$ cat src/rtl/ilv_sched_pkg.sv
package ilv_sched_pkg;

  typedef enum logic [2:0] {
    ST_IDLE,
    ST_SAMPLE,
    ST_OFFSET,
    ST_COUNT,
    ST_CONV
  } schedState_t;

  typedef struct packed {
    logic captureCfg;
    logic clrFlags;
    logic loadCnt;
    logic decCnt;
  } dpStrobe_t;

endpackage

$ cat src/rtl/ilv_sched_dp.sv
module ilv_sched_dp
  import ilv_sched_pkg::*;
#(
  parameter int DLY_W = 4
) (
  input  logic             clk,
  input  logic             rstN,
  input  dpStrobe_t        strobe,
  input  logic [DLY_W-1:0] delayCfg,
  input  logic             mstDone,
  input  logic             slvDone,
  output logic             cntZero,
  output logic             bothDone
);

  localparam int CNT_W = DLY_W + 1;

  logic [DLY_W-1:0] dlyReg;
  logic [CNT_W-1:0] cnt;
  logic             mstSeen;
  logic             slvSeen;

  always_ff @(posedge clk) begin
    if (!rstN) begin
      dlyReg <= '0;
    end else if (strobe.captureCfg) begin
      dlyReg <= delayCfg;
    end
  end

  // load 2*D+1: together with the zero-check edge this gives 2*(D+1) half-steps
  always_ff @(posedge clk) begin
    if (!rstN) begin
      cnt <= '0;
    end else if (strobe.loadCnt) begin
      cnt <= {dlyReg, 1'b1};
    end else if (strobe.decCnt) begin
      cnt <= cnt - 1'b1;
    end
  end

  always_ff @(posedge clk) begin
    if (!rstN || strobe.clrFlags) begin
      mstSeen <= 1'b0;
      slvSeen <= 1'b0;
    end else begin
      if (mstDone) mstSeen <= 1'b1;
      if (slvDone) slvSeen <= 1'b1;
    end
  end

  assign cntZero  = (cnt == '0);
  assign bothDone = (mstSeen | mstDone) & (slvSeen | slvDone);

  assert_no_underflow_R4 : assert property (@(posedge clk) disable iff (!rstN)
    strobe.decCnt |-> (cnt != '0));

  assert_load_excl_R4 : assert property (@(posedge clk) disable iff (!rstN)
    !(strobe.loadCnt && strobe.decCnt));

endmodule

$ cat src/rtl/ilv_sched_ctrl.sv
module ilv_sched_ctrl
  import ilv_sched_pkg::*;
#(
  parameter int                MODE_W    = 5,
  parameter logic [MODE_W-1:0] MODE_CODE = 5'b00111
) (
  input  logic              clk,
  input  logic              rstN,
  input  logic [MODE_W-1:0] modeCode,
  input  logic              trigIn,
  input  logic              mstEos,
  input  logic              cntZero,
  input  logic              bothDone,
  output dpStrobe_t         strobe,
  output logic              mstStart,
  output logic              slvStart,
  output logic              pairDone,
  output logic              busy
);

  schedState_t state;
  schedState_t nextState;
  logic        accept;

  assign accept = (state == ST_IDLE) && trigIn && (modeCode == MODE_CODE);

  always_comb begin
    strobe    = '0;
    nextState = state;
    case (state)
      ST_IDLE: begin
        if (accept) begin
          strobe.captureCfg = 1'b1;
          strobe.clrFlags   = 1'b1;
          nextState         = ST_SAMPLE;
        end
      end
      ST_SAMPLE: begin
        if (mstEos) nextState = ST_OFFSET;
      end
      ST_OFFSET: begin
        strobe.loadCnt = 1'b1;
        nextState      = ST_COUNT;
      end
      ST_COUNT: begin
        if (cntZero) nextState = ST_CONV;
        else         strobe.decCnt = 1'b1;
      end
      ST_CONV: begin
        if (bothDone) nextState = ST_IDLE;
      end
      default: nextState = ST_IDLE;
    endcase
  end

  always_ff @(posedge clk) begin
    if (!rstN) begin
      state    <= ST_IDLE;
      mstStart <= 1'b0;
      slvStart <= 1'b0;
      pairDone <= 1'b0;
    end else begin
      state    <= nextState;
      mstStart <= accept;
      slvStart <= (state == ST_COUNT) && cntZero;
      pairDone <= (state == ST_CONV) && bothDone;
    end
  end

  assign busy = (state != ST_IDLE);

  assert_mode_gate_R2 : assert property (@(posedge clk) disable iff (!rstN)
    mstStart |-> ($past(modeCode) == MODE_CODE));

  assert_pulses_onehot_R3 : assert property (@(posedge clk) disable iff (!rstN)
    $onehot0({mstStart, slvStart, pairDone}));

  assert_busy_drop_ignore_R6 : assert property (@(posedge clk) disable iff (!rstN)
    (busy && $past(busy)) |-> !mstStart);

  assert_pair_ends_busy_R7 : assert property (@(posedge clk) disable iff (!rstN)
    pairDone |-> (!busy && $past(busy)));

  assert_busy_rise_R8 : assert property (@(posedge clk) disable iff (!rstN)
    $rose(busy) |-> mstStart);

endmodule

$ cat src/rtl/ilv_start_sched.sv
module ilv_start_sched
  import ilv_sched_pkg::*;
#(
  parameter int                MODE_W    = 5,
  parameter logic [MODE_W-1:0] MODE_CODE = 5'b00111,
  parameter int                DLY_W     = 4
) (
  input  logic              clk,
  input  logic              rstN,
  input  logic [MODE_W-1:0] modeCode,
  input  logic [DLY_W-1:0]  delayCfg,
  input  logic              trigIn,
  input  logic              mstEos,
  input  logic              mstDone,
  input  logic              slvDone,
  output logic              mstStart,
  output logic              slvStart,
  output logic              pairDone,
  output logic              busy
);

  dpStrobe_t strobe;
  logic      cntZero;
  logic      bothDone;

  ilv_sched_ctrl #(
    .MODE_W    (MODE_W),
    .MODE_CODE (MODE_CODE)
  ) ctrl_i (
    .clk      (clk),
    .rstN     (rstN),
    .modeCode (modeCode),
    .trigIn   (trigIn),
    .mstEos   (mstEos),
    .cntZero  (cntZero),
    .bothDone (bothDone),
    .strobe   (strobe),
    .mstStart (mstStart),
    .slvStart (slvStart),
    .pairDone (pairDone),
    .busy     (busy)
  );

  ilv_sched_dp #(
    .DLY_W (DLY_W)
  ) dp_i (
    .clk      (clk),
    .rstN     (rstN),
    .strobe   (strobe),
    .delayCfg (delayCfg),
    .mstDone  (mstDone),
    .slvDone  (slvDone),
    .cntZero  (cntZero),
    .bothDone (bothDone)
  );

  assert_no_slave_while_idle_R9 : assert property (@(posedge clk) disable iff (!rstN)
    slvStart |-> busy);

endmodule

$ cat config.mk
export PLATFORM = sky130hd
export DESIGN_NAME = ilv_start_sched
export DESIGN_NICKNAME = d
export VERILOG_FILES = /design/src/rtl/ilv_sched_pkg.sv /design/src/rtl/ilv_sched_dp.sv /design/src/rtl/ilv_sched_ctrl.sv /design/src/rtl/ilv_start_sched.sv
export SDC_FILE = /design/constraint.sdc
export NUM_CORES = 1
export LEC_CHECK = 0
export ABC_AREA = 1
export BUFFER_PORTS_ARGS = -buffer_cell sky130_fd_sc_hd__buf_2
export CORE_AREA = 3 3 47 49
export DETAILED_ROUTE_END_ITERATION = 8
export DIE_AREA = 0 0 50 52
export PLACE_DENSITY = 0.76
export SLEW_MARGIN = 20
export SYNTH_ARGS = -nofsm -noshare
export SYNTH_HDL_FRONTEND = slang
export SYNTH_SLANG_ARGS = --single-unit
$ cat constraint.sdc
create_clock -name clk -period 1.05 [get_ports clk]
set_input_delay 0.0525 -clock clk [delete_from_list [all_inputs] [get_ports clk]]
set_output_delay 0.0525 -clock clk [all_outputs]
set_load 0.02 [all_outputs]
==> flow_summary.toml <==
[timing]
worstMarginPinSlew_ns = 0.2227
setup_viol = 16
whs_ns = -0.0008350
clock.fmax_mhz = 770.6
hold_viol = 1
min_period_ns = 1.298
fin_tns_setup_ns = -2.968
rsz0062_at_grt = "yes"
relSlewSlack = 0.8500
drv_slew = 0
fin_ws_ns = -0.2477
fin_crit_sh = 1.236
skew_ns = 0.01273

[floorplanning]
io_pins = 19
die_area_sq_um = 2600
die_w_um = 50
fp.dieH_um = 52
start_util = 0.4382
num_rows = 16
coreArea_sq_um = 1902

[power]
p_sw_frac = 0.3937
pwr-share-seq = 0.328
intPower_mw = 1.525
ir_drop_mv = 1.116
pwr-share-comb = 0.529
leakagePower_nw = 0.6306
p_clk_frac = 0.144
power.switching_mw = 0.9904
pwr_density_cell_nw_per_um2 = 1973

[setup_path]
cp_max_fo = 8
crit_path_cell_trace = "nor2_4 -> inv_2 -> buf_4 -> nor2_4 -> inv_4 -> o211ai_1 -> nor2_1"
critical_path_required_ns = 1.23
crit_top_cell = "nor2_4"
slowest_stage = "dfxtp_4"
crit_path_end_kind = "register"
critPathKind = "register to register"
cpPeakStageDelay_ns = 0.38
crit_path_start_kind = "register"
crit_arrival_ns = 1.47

[cts]
clock_path_buffers = 2
numCtsBuffers = 3
clkSinkCount = 17
htreeDepth = 1
clkSlewWorstSetupHoldPaths_ns = 0.11
root_buffer = "clkbuf_4"
clk_latency_ns = 0.30
cts_tree = "done"

[layout]
nets = 178
layout_commonest_cell = "nand2_1"
fillCellCount = 141
fin_area_sq_um = 1275
final_cell_mix = "nand2_1 (18), inv_1 (17), buf_2 (17), nor2_1 (15), buf_4 (14)"
antenna_cells = 0
syn2layout_area_growth_pct = 53.00
drive_gt1_frac = 0.4534
final_core_util = 0.6704

[global_route]
grt_start_max_net_pins = 13
grt_overflow = 0
grt_first_pass_wirelength_um = 3519
grt_pass1_vias = 912
antenna_found_initial = 0
track_usage = 0.1784

[synth]
ys_dominant_reg_cell = "dfxtp_1"
syn-mean-instance-area_sq_um = 6.887
seq_area_frac_synth = 0.4084
synth_nets = 137
yosys_register_bits = 17
synthCells = 121
yosysWarnings = 0
synth_cell_type_count = 19
synthArstFlopShare = 0
synth_area_sq_um = 833.3
synth_edf_count = 0

[min_path]
min_path_type = "input pin to register"

[route]
drt_wl_total_um = 2290
vias_per_cell = 5.053
wl_per_cell_um = 12.18
first_iter_violations = 25
vias = 950
drc_errors = 0
drt.antenna.violating_nets = 0
first_pass_iters = 5

[place]
dp_slack_ns = -0.1583
gp_congestion = 0.8557
dp_hpwl_um = 1525
dpl_cell_area_sq_um = 1044
io_buffer_count = 18

[status]
violations = "negative hold slack, negative setup slack"
status = "complete, but fails checks"

[flow_run]
drv_cap = 0
## layer usage
metal / share of wire / track usage
met3: 0.083 / 0.03152
met2: 0.50 / 0.3174
met4: 0.044 / 0.1014
met5: 0 / 0
met1: 0.37 / 0.1986
## repair_timing
| action | in CTS | in global routing |
|---|---|---|
| hold buffers | 3 | 0 |
| hold endpoints to repair | 3 | 0 |
| buffers inserted | 5 | 3 |
| pin swaps | 6 | 11 |
| endpoints found under the setup margin | 15 | 16 |
| resized for setup | 14 | 22 |
| gates cloned | 0 | 0 |
## area by class of cell
cell class	instances	area, sq um	area share
Timing Repair Buffer	37	254.0	0.1992
Inverter	24	92.59	0.07262
Clock buffer	3	22.52	0.01766
Sequential cell	17	354.1	0.2777
Multi-Input combinational cell	79	513.0	0.4024
Clock inverter	1	5.005	0.003925
Tap cell	27	33.78	0.02650
## synth_stat cells (2+ instances only)
cell,number,area [sq um]
nand3_1,11,55.05
nor3_1,7,35.03
nor2_2,3,18.77
dfxtp_1,17,340.3
nor2_4,2,22.52
inv_2,2,7.510
o21ai_0,6,30.03
a21oi_1,3,15.01
inv_1,22,82.58
nor2_1,15,56.30
o21ai_1,2,10.01
nand2_2,2,12.51
nand2_1,23,86.33
## critical path: cells and delay by family (launching register included)
family,cells,cell delay [ns]
AND/OR/NAND/NOR,3,0.33
flip-flops,1,0.38
buffers and inverters,3,0.28
AO/OA/AOI/OAI,1,0.19
## state kept, by name, indices dropped and copies added (netlist names)
name             flops
ctrl_i.slvStart      1
ctrl_i.state         3
dp_i.slvSeen         1
ctrl_i.mstStart      1
ctrl_i.pairDone      1
dp_i.dlyReg          4
dp_i.mstSeen         1
dp_i.cnt             5
## metrics by stage
| step | hold slack [ns] | power [mW] | std cells |
|---|---|---|---|
| after floorplan | 0.1556 | 1.364 | 121 |
| final | -0.0008350 | 2.515 | 188 |
| after detailed placement | 0.2470 | 1.676 | 174 |
| after CTS | 0.003641 | 2.259 | 185 |
| after global routing | 0.01101 | 2.668 | 188 |
| after global placement | 0.2484 | 1.641 | 174 |
## path summary, 6_finish.rpt
check / startpoint / end / slack [ns] / cells after the start
setup / recovery: ctrl_i.state[0]$_SDFFE_PN0P_ / dp_i.cnt[1]$_SDFFE_PN0P_ / -0.25 / 7
hold / removal: mstDone / dp_i.mstSeen$_SDFFE_PP0P_ / -0.0008 / 3
setup reg to reg: ctrl_i.state[0]$_SDFFE_PN0P_ / dp_i.cnt[1]$_SDFFE_PN0P_ / -0.25 / 7
hold reg to reg: dp_i.mstSeen$_SDFFE_PP0P_ / dp_i.mstSeen$_SDFFE_PP0P_ / 0.46 / 2
## cells by family after synthesis
logic type	synth area share
flops	0.4084
xor+xnor	0.01051
simple gates	0.3694
fa+ha+maj	0.01501
buf+inv	0.1126
compound gates	0.08409
## power by group through the flow
stage | registers (mW) | clock network, mW | logic [mW]
finish | 0.824 | 0.362 | 1.33
global route | 0.834 | 0.398 | 1.44
CTS | 0.802 | 0.359 | 1.10
detailed placement | 0.796 | 0 | 0.880
global placement | 0.792 | 0 | 0.849
floorplan | 0.792 | 0 | 0.572
(Power assumes the default switching activity.)
